===== src/rtl/cmj_pkg.sv =====
package cmj_pkg;
  // Default operand and result formats
  localparam int unsigned CMJ_A_W    = 21;  // sample component width
  localparam int unsigned CMJ_A_LANE = 24;  // sample lane width
  localparam int unsigned CMJ_B_W    = 16;  // sinusoid component width
  localparam int unsigned CMJ_DROP   = 6;   // low bits discarded

  // Which half of a packed word a lane occupies
  typedef enum logic {
    LANE_RE = 1'b0,
    LANE_IM = 1'b1
  } lane_e;
endpackage


===== src/rtl/cmj_join.sv =====
module cmj_join (
  input  logic clk,
  input  logic rst,
  input  logic a_valid,
  input  logic b_valid,
  input  logic y_valid,
  input  logic y_ready,
  output logic a_ready,
  output logic b_ready,
  output logic adv,
  output logic fire
);
  // The pipeline may move when its last stage is empty or being drained
  assign adv     = !y_valid || y_ready;
  assign a_ready = b_valid && adv;
  assign b_ready = a_valid && adv;
  assign fire    = a_valid && b_valid && adv;

  // one side is never taken without the other
  a_r2_lockstep: assert property (@(posedge clk) disable iff (rst)
    (a_valid && a_ready) |-> (b_valid && b_ready));
  // nothing enters while the output is stalled
  a_r9_no_entry_on_stall: assert property (@(posedge clk) disable iff (rst)
    (y_valid && !y_ready) |-> (!a_ready && !b_ready));
endmodule


===== src/rtl/cmj_unpack.sv =====
module cmj_unpack #(
  parameter int unsigned LANE_W = 24,
  parameter int unsigned COMP_W = 21
) (
  input  logic [2*LANE_W-1:0]      word,
  output logic signed [COMP_W-1:0] comp_re,
  output logic signed [COMP_W-1:0] comp_im
);
  import cmj_pkg::*;

  logic [COMP_W-1:0] comp [2];

  // One slice per lane; a lane's padding bits above COMP_W are dropped
  for (genvar g = 0; g < 2; g++) begin : g_lane
    assign comp[g] = word[g*LANE_W +: COMP_W];
  end

  assign comp_re = $signed(comp[int'(LANE_RE)]);
  assign comp_im = $signed(comp[int'(LANE_IM)]);

  if (LANE_W > COMP_W) begin : g_pad
    logic unused_pad;
    assign unused_pad = ^{word[2*LANE_W-1 -: (LANE_W-COMP_W)],
                          word[LANE_W-1 -: (LANE_W-COMP_W)]};
  end
endmodule


===== src/rtl/cmj_mult_core.sv =====
module cmj_mult_core #(
  parameter int unsigned A_W  = 21,
  parameter int unsigned B_W  = 16,
  parameter int unsigned DROP = 6,
  localparam int unsigned PROD_W = A_W + B_W + 1,
  localparam int unsigned OUT_W  = PROD_W - DROP
) (
  input  logic                  clk,
  input  logic                  rst,
  input  logic                  adv,
  input  logic                  fire,
  input  logic signed [A_W-1:0] a_re,
  input  logic signed [A_W-1:0] a_im,
  input  logic signed [B_W-1:0] b_re,
  input  logic signed [B_W-1:0] b_im,
  input  logic                  in_last,
  output logic                  out_valid,
  output logic [2*OUT_W-1:0]    out_data,
  output logic                  out_last
);
  // Operands widened to the full product width before multiplying
  logic signed [PROD_W-1:0] xa_re, xa_im, xb_re, xb_im;
  assign xa_re = PROD_W'(a_re);
  assign xa_im = PROD_W'(a_im);
  assign xb_re = PROD_W'(b_re);
  assign xb_im = PROD_W'(b_im);

  // Stage 1: four partial products
  logic signed [PROD_W-1:0] p_rr, p_ii, p_ri, p_ir;
  logic                     s1_valid, s1_last;

  always_ff @(posedge clk) begin
    if (rst) begin
      s1_valid <= 1'b0;
    end else if (adv) begin
      s1_valid <= fire;
    end
  end

  always_ff @(posedge clk) begin
    if (adv) begin
      p_rr    <= xa_re * xb_re;
      p_ii    <= xa_im * xb_im;
      p_ri    <= xa_re * xb_im;
      p_ir    <= xa_im * xb_re;
      s1_last <= in_last;
    end
  end

  // Stage 2: combine and drop the low bits (floor)
  logic signed [PROD_W-1:0] sum_re, sum_im;
  assign sum_re = p_rr - p_ii;
  assign sum_im = p_ri + p_ir;

  always_ff @(posedge clk) begin
    if (rst) begin
      out_valid <= 1'b0;
    end else if (adv) begin
      out_valid <= s1_valid;
    end
  end

  always_ff @(posedge clk) begin
    if (adv) begin
      out_data <= {sum_im[PROD_W-1:DROP], sum_re[PROD_W-1:DROP]};
      out_last <= s1_last;
    end
  end

  logic unused_low;
  assign unused_low = ^{sum_re[DROP-1:0], sum_im[DROP-1:0]};

  // an accepted pair reaches stage 1 on the next edge
  a_r8_stage1_fill: assert property (@(posedge clk) disable iff (rst)
    fire |=> s1_valid);
  // stage 1 moves to the output when the pipe advances
  a_r8_stage2_fill: assert property (@(posedge clk) disable iff (rst)
    (s1_valid && adv) |=> out_valid);
  // a stalled stage 1 keeps its beat
  a_r10_s1_keep: assert property (@(posedge clk) disable iff (rst)
    (s1_valid && !adv) |=> (s1_valid && $stable(p_rr) && $stable(s1_last)));
  // a stalled output beat is held unchanged
  a_r9_hold: assert property (@(posedge clk) disable iff (rst)
    (out_valid && !adv) |=> (out_valid && $stable(out_data) && $stable(out_last)));
  // reset empties the output
  a_r1_reset_empty: assert property (@(posedge clk)
    rst |=> !out_valid);
endmodule


===== src/rtl/cplx_stream_mult.sv =====
module cplx_stream_mult
  import cmj_pkg::*;
#(
  parameter int unsigned A_W    = CMJ_A_W,
  parameter int unsigned A_LANE = CMJ_A_LANE,
  parameter int unsigned B_W    = CMJ_B_W,
  parameter int unsigned DROP   = CMJ_DROP,
  localparam int unsigned PROD_W = A_W + B_W + 1,
  localparam int unsigned OUT_W  = PROD_W - DROP
) (
  input  logic                clk,
  input  logic                rst,
  input  logic [2*A_LANE-1:0] a_data,
  input  logic                a_last,
  input  logic                a_valid,
  output logic                a_ready,
  input  logic [2*B_W-1:0]    b_data,
  input  logic                b_last,
  input  logic                b_valid,
  output logic                b_ready,
  output logic [2*OUT_W-1:0]  y_data,
  output logic                y_last,
  output logic                y_valid,
  input  logic                y_ready
);
  logic adv, fire;

  cmj_join u_join (
    .clk     (clk),
    .rst     (rst),
    .a_valid (a_valid),
    .b_valid (b_valid),
    .y_valid (y_valid),
    .y_ready (y_ready),
    .a_ready (a_ready),
    .b_ready (b_ready),
    .adv     (adv),
    .fire    (fire)
  );

  logic signed [A_W-1:0] a_re, a_im;
  logic signed [B_W-1:0] b_re, b_im;

  cmj_unpack #(.LANE_W(A_LANE), .COMP_W(A_W)) u_unpack_a (
    .word    (a_data),
    .comp_re (a_re),
    .comp_im (a_im)
  );

  cmj_unpack #(.LANE_W(B_W), .COMP_W(B_W)) u_unpack_b (
    .word    (b_data),
    .comp_re (b_re),
    .comp_im (b_im)
  );

  cmj_mult_core #(.A_W(A_W), .B_W(B_W), .DROP(DROP)) u_core (
    .clk       (clk),
    .rst       (rst),
    .adv       (adv),
    .fire      (fire),
    .a_re      (a_re),
    .a_im      (a_im),
    .b_re      (b_re),
    .b_im      (b_im),
    .in_last   (a_last),
    .out_valid (y_valid),
    .out_data  (y_data),
    .out_last  (y_last)
  );

  // the sinusoid end flag is accepted and dropped
  logic unused_b_last;
  assign unused_b_last = b_last;
endmodule


===== config.mk =====
export PLATFORM = sky130hd
export DESIGN_NAME = cplx_stream_mult
export DESIGN_NICKNAME = d
export VERILOG_FILES = /design/src/rtl/cmj_pkg.sv /design/src/rtl/cmj_join.sv /design/src/rtl/cmj_unpack.sv /design/src/rtl/cmj_mult_core.sv /design/src/rtl/cplx_stream_mult.sv
export SDC_FILE = /design/constraint.sdc
export NUM_CORES = 2
export LEC_CHECK = 0
export ABC_AREA = 1
export CAP_MARGIN = 5
export CORE_ASPECT_RATIO = 1.1
export CORE_MARGIN = 1
export CORE_UTILIZATION = 34
export DETAILED_ROUTE_END_ITERATION = 8
export PLACE_DENSITY = 0.54
export SYNTH_ARGS = -nofsm -noshare
export SYNTH_HDL_FRONTEND = slang
export SYNTH_HIERARCHICAL = 1
export SYNTH_SLANG_ARGS = --single-unit

===== constraint.sdc =====
create_clock -name clk -period 8.9 [get_ports clk]
set_clock_uncertainty 0.2 [all_clocks]
set_input_delay 2.67 -clock clk [delete_from_list [all_inputs] [get_ports clk]]
set_output_delay 2.67 -clock clk [all_outputs]
set_load 0.05 [all_outputs]

==> out/qor.csv <==
stage,metric,value,unit
grt,grt_use_total,0.202,
logic_synthesis,synthCells,8446,
worst_setup_path,cp_top_family,adder cells,
clocking,tritoncts,done,
sta,hold_violations,0,
drt,wl_met2,95.2,mm
logic_synthesis,synth_area,65200,um2
place,placed_cell_area,72400,um2
hold_path,holdPathEnd,u_core/out_last,
hold_path,hp-start,u_core/s1_last,
worst_setup_path,start_kind,input pin,
worst_setup_path,crit_slowest_cell,fa_1,
hold_path,hold_path.class,reg2reg,
grt,grt_pass1_vias,55160,
drt,met3_wirelength,8.66,mm
drt,viasPerCell,4.60,
finish,fin_cells,11313,
clocking,cts.sink_count,216,
logic_synthesis,async_flop_share,0,
finish,nets,10591,
logic_synthesis,synth_top_cell_area_share,0.408,
sta,finalCritPeriodShare,0.957,
finish,n_fill_cell,19824,
drt,routed_wl,191,mm
drt,top_layer_used,met5,
place,port_buffers,147,
worst_setup_path,path_buf_inv,10,
drt,drc,0,
floorplan,die_x,419,um
logic_synthesis,synth_edf_count,214,
logic_synthesis,yosys-top-cells-area,"fa_1 (41%), inv_1 (14%), nand2_1 (13%)",
drt,postRouteAntennaNets,0,
logic_synthesis,synth_area_per_cell,7.72,um2
clocking,cts_htree_levels,1,
sta,final-max-slew-violation-count,0,
floorplan,die_area,193000,um2
grt,antenna_found_initial,23,
worst_setup_path,path_cells,clkdlybuf4s50_1 -> buf_12 -> nand2_1 -> inv_1 -> fa_1 -> inv_1 -> fa_1 -> inv_1 -> fa_1 -> fa_1 -> fa_1 -> inv_1 -> fa_1 -> inv_1 -> ha_1 -> nand2_1 -> buf_4 -> nor2_1 -> inv_1 -> o21ai_0 -> nand3b_1 -> xor2_1 -> buf_4,
sta,fmax,117,MHz
worst_setup_path,r2r-end,u_core/out_data[22],
drt,firstDrtPassIters,8,
run,maxCapViolations,0,
grt,grt_start_max_net_pins,106,
sta,tightest_slew,866,ps
sta,relSlewSlack,0.423,
drt,wl_met1,82.2,mm
clocking,clock-root-buffer,clkbuf_16,
place,place.gp.congestion,0.940,
clocking,path_clk_slew,50,ps
worst_setup_path,ff2ff_setup_slack,6270,ps
worst_setup_path,worstPathMaxFanout,12,
worst_setup_path,rr_worst_depth,10,
place,dp_hpwl,164,mm
clocking,clk_latency,600,ps
logic_synthesis,syn_nets,10301,
place,dp_cells,11258,
floorplan,rows,168,
floorplan,start_util,0.342,
grt,grt-ovfl-total,0,
outcome,status,completed,
logic_synthesis,synth-seq-area-share,0.0992,
worst_setup_path,worstPathArrival,8780,ps
logic_synthesis,yosysWarnings,6,
worst_setup_path,critical_path.endpoint_type,flop,
clocking,cts_made_buffers,26,
worst_setup_path,required,9160,ps
clocking,cts_resized,0,
floorplan,ioPinCount,155,
logic_synthesis,synth_top_area_cell,fa_1,
logic_synthesis,synth_seq_cells,216,
hold_path,hold_depth,0,
worst_setup_path,worstSetupPathType,in2reg,
logic_synthesis,synth_cell_types,41,
clocking,holdBufCountCts,0,
drt,wl_per_cell,16.9,um
finish,drive_above_1_share,0.0714,
finish,design_area,73400,um2
drt,drt_iter0_drc,2966,
floorplan,die_y,461,um
drt,num_vias,52085,
finish,area_growth,12.6,%
clocking,cts_setup_buffers,0,
grt,grt_pass1_wl,303,mm
finish,final_cell_mix,"inv_1 (2485), nand2_1 (2298), fa_1 (1328)",
worst_setup_path,max_stage_delay,670,ps
sta,min_period,8520,ps
sta,setup_violations,0,
finish,mostFrequentLayoutCell,inv_1,
clocking,cts_max_path_buffers,3,
logic_synthesis,ys.flop_type,edfxtp_1,
worst_setup_path,reg2reg_from,u_core/p_ii[9],
floorplan,design.core.area,190000,um2
sta,rsz0062_at_grt,false,
layout make-up:
class                      count  area, um2  share of cell area
tap                         2550       3190              0.0435
multi-input combinational   5380      47800               0.651
inverter                    2492       9350               0.127
sequential                   216       6470              0.0881
timing repair buffer         620       5670              0.0773
antenna                        7       17.5            0.000239
clock buffer                  30        687             0.00936
clock inverter                18        258             0.00351
state kept, by name (all words and copies together) (netlist names):
signal / flops
u_core/p_rr: 37
u_core/s1_last: 1
u_core/p_ii: 37
u_core/out_valid: 1
u_core/p_ri: 37
u_core/s1_valid: 1
u_core/p_ir: 37
u_core/out_data: 64
u_core/out_last: 1
synthesized netlist by cell type, types with 7 or more instances:
library cell,count
nand3_1,214
o21ai_0,143
ha_1,440
o21a_1,8
nor2_2,21
xnor2_1,28
o21bai_1,29
a21oi_1,225
clkbuf_1,276
edfxtp_1,214
nor2_1,386
nand4_1,33
xor2_1,106
nand2_1,2299
nor3_1,13
nand3_2,8
inv_1,2485
fa_1,1328
a21o_1,11
a21boi_0,7
buf_1,8
nor3_2,9
nand2_2,24
buf_4,74
nor4_1,8
logic make-up (layout without fill, tap and decap cells):
family,Yosys count,count (layout),share of synthesized area
fa+ha+maj,1768,1768,0.492
flops,216,216,0.0992
xor+xnor,134,134,0.0180
compound gates,443,443,0.0369
simple gates,3035,3035,0.185
buf+inv,2850,3160,0.168
other cells,0,7,0
routing by layer:
layer | up-vias | track usage
met2 | 1145 | 0.355
met4 | 6 | 0.0533
met1 | 26078 | 0.263
met3 | 221 | 0.0197
li1 | 24635 | -
met5 | - | 0
per-stage QoR:
step	hold WS, ps	utilization	setup WS (ps)	setup TNS, ps
after floorplan	200	-	620	0
final	220	0.385	379	0
after global placement	203	0.380	-126	-172
after global routing	222	0.385	160	0
after detailed placement	209	0.380	-162	-360
after CTS	222	0.385	458	0
worst max-delay path by stage:
stage | startpoint | to | depth (start not counted)
finish | a_data[44] | u_core/p_ir[26] | 23
global route | a_data[44] | u_core/p_ii[36] | 24
CTS | a_data[44] | u_core/p_ir[26] | 24
detailed placement | a_data[44] | u_core/p_ir[26] | 24
global placement | a_data[44] | u_core/p_ir[26] | 24
floorplan | b_data[4] | u_core/p_rr[36] | 21
worst register-to-register path, stage by stage (launching register included):
cell      delay, ps
edfxtp_1        360
inv_1           160
ha_1            320
a21oi_1         280
o21ai_0         170
inv_1            70
nand2_1          90
o21ai_0         490
nand2_1         110
nand2_1          70
nand2_1          60
Power is not shown: default switching activity piles up to over one toggle a cycle in this logic, so the estimate is an artifact.
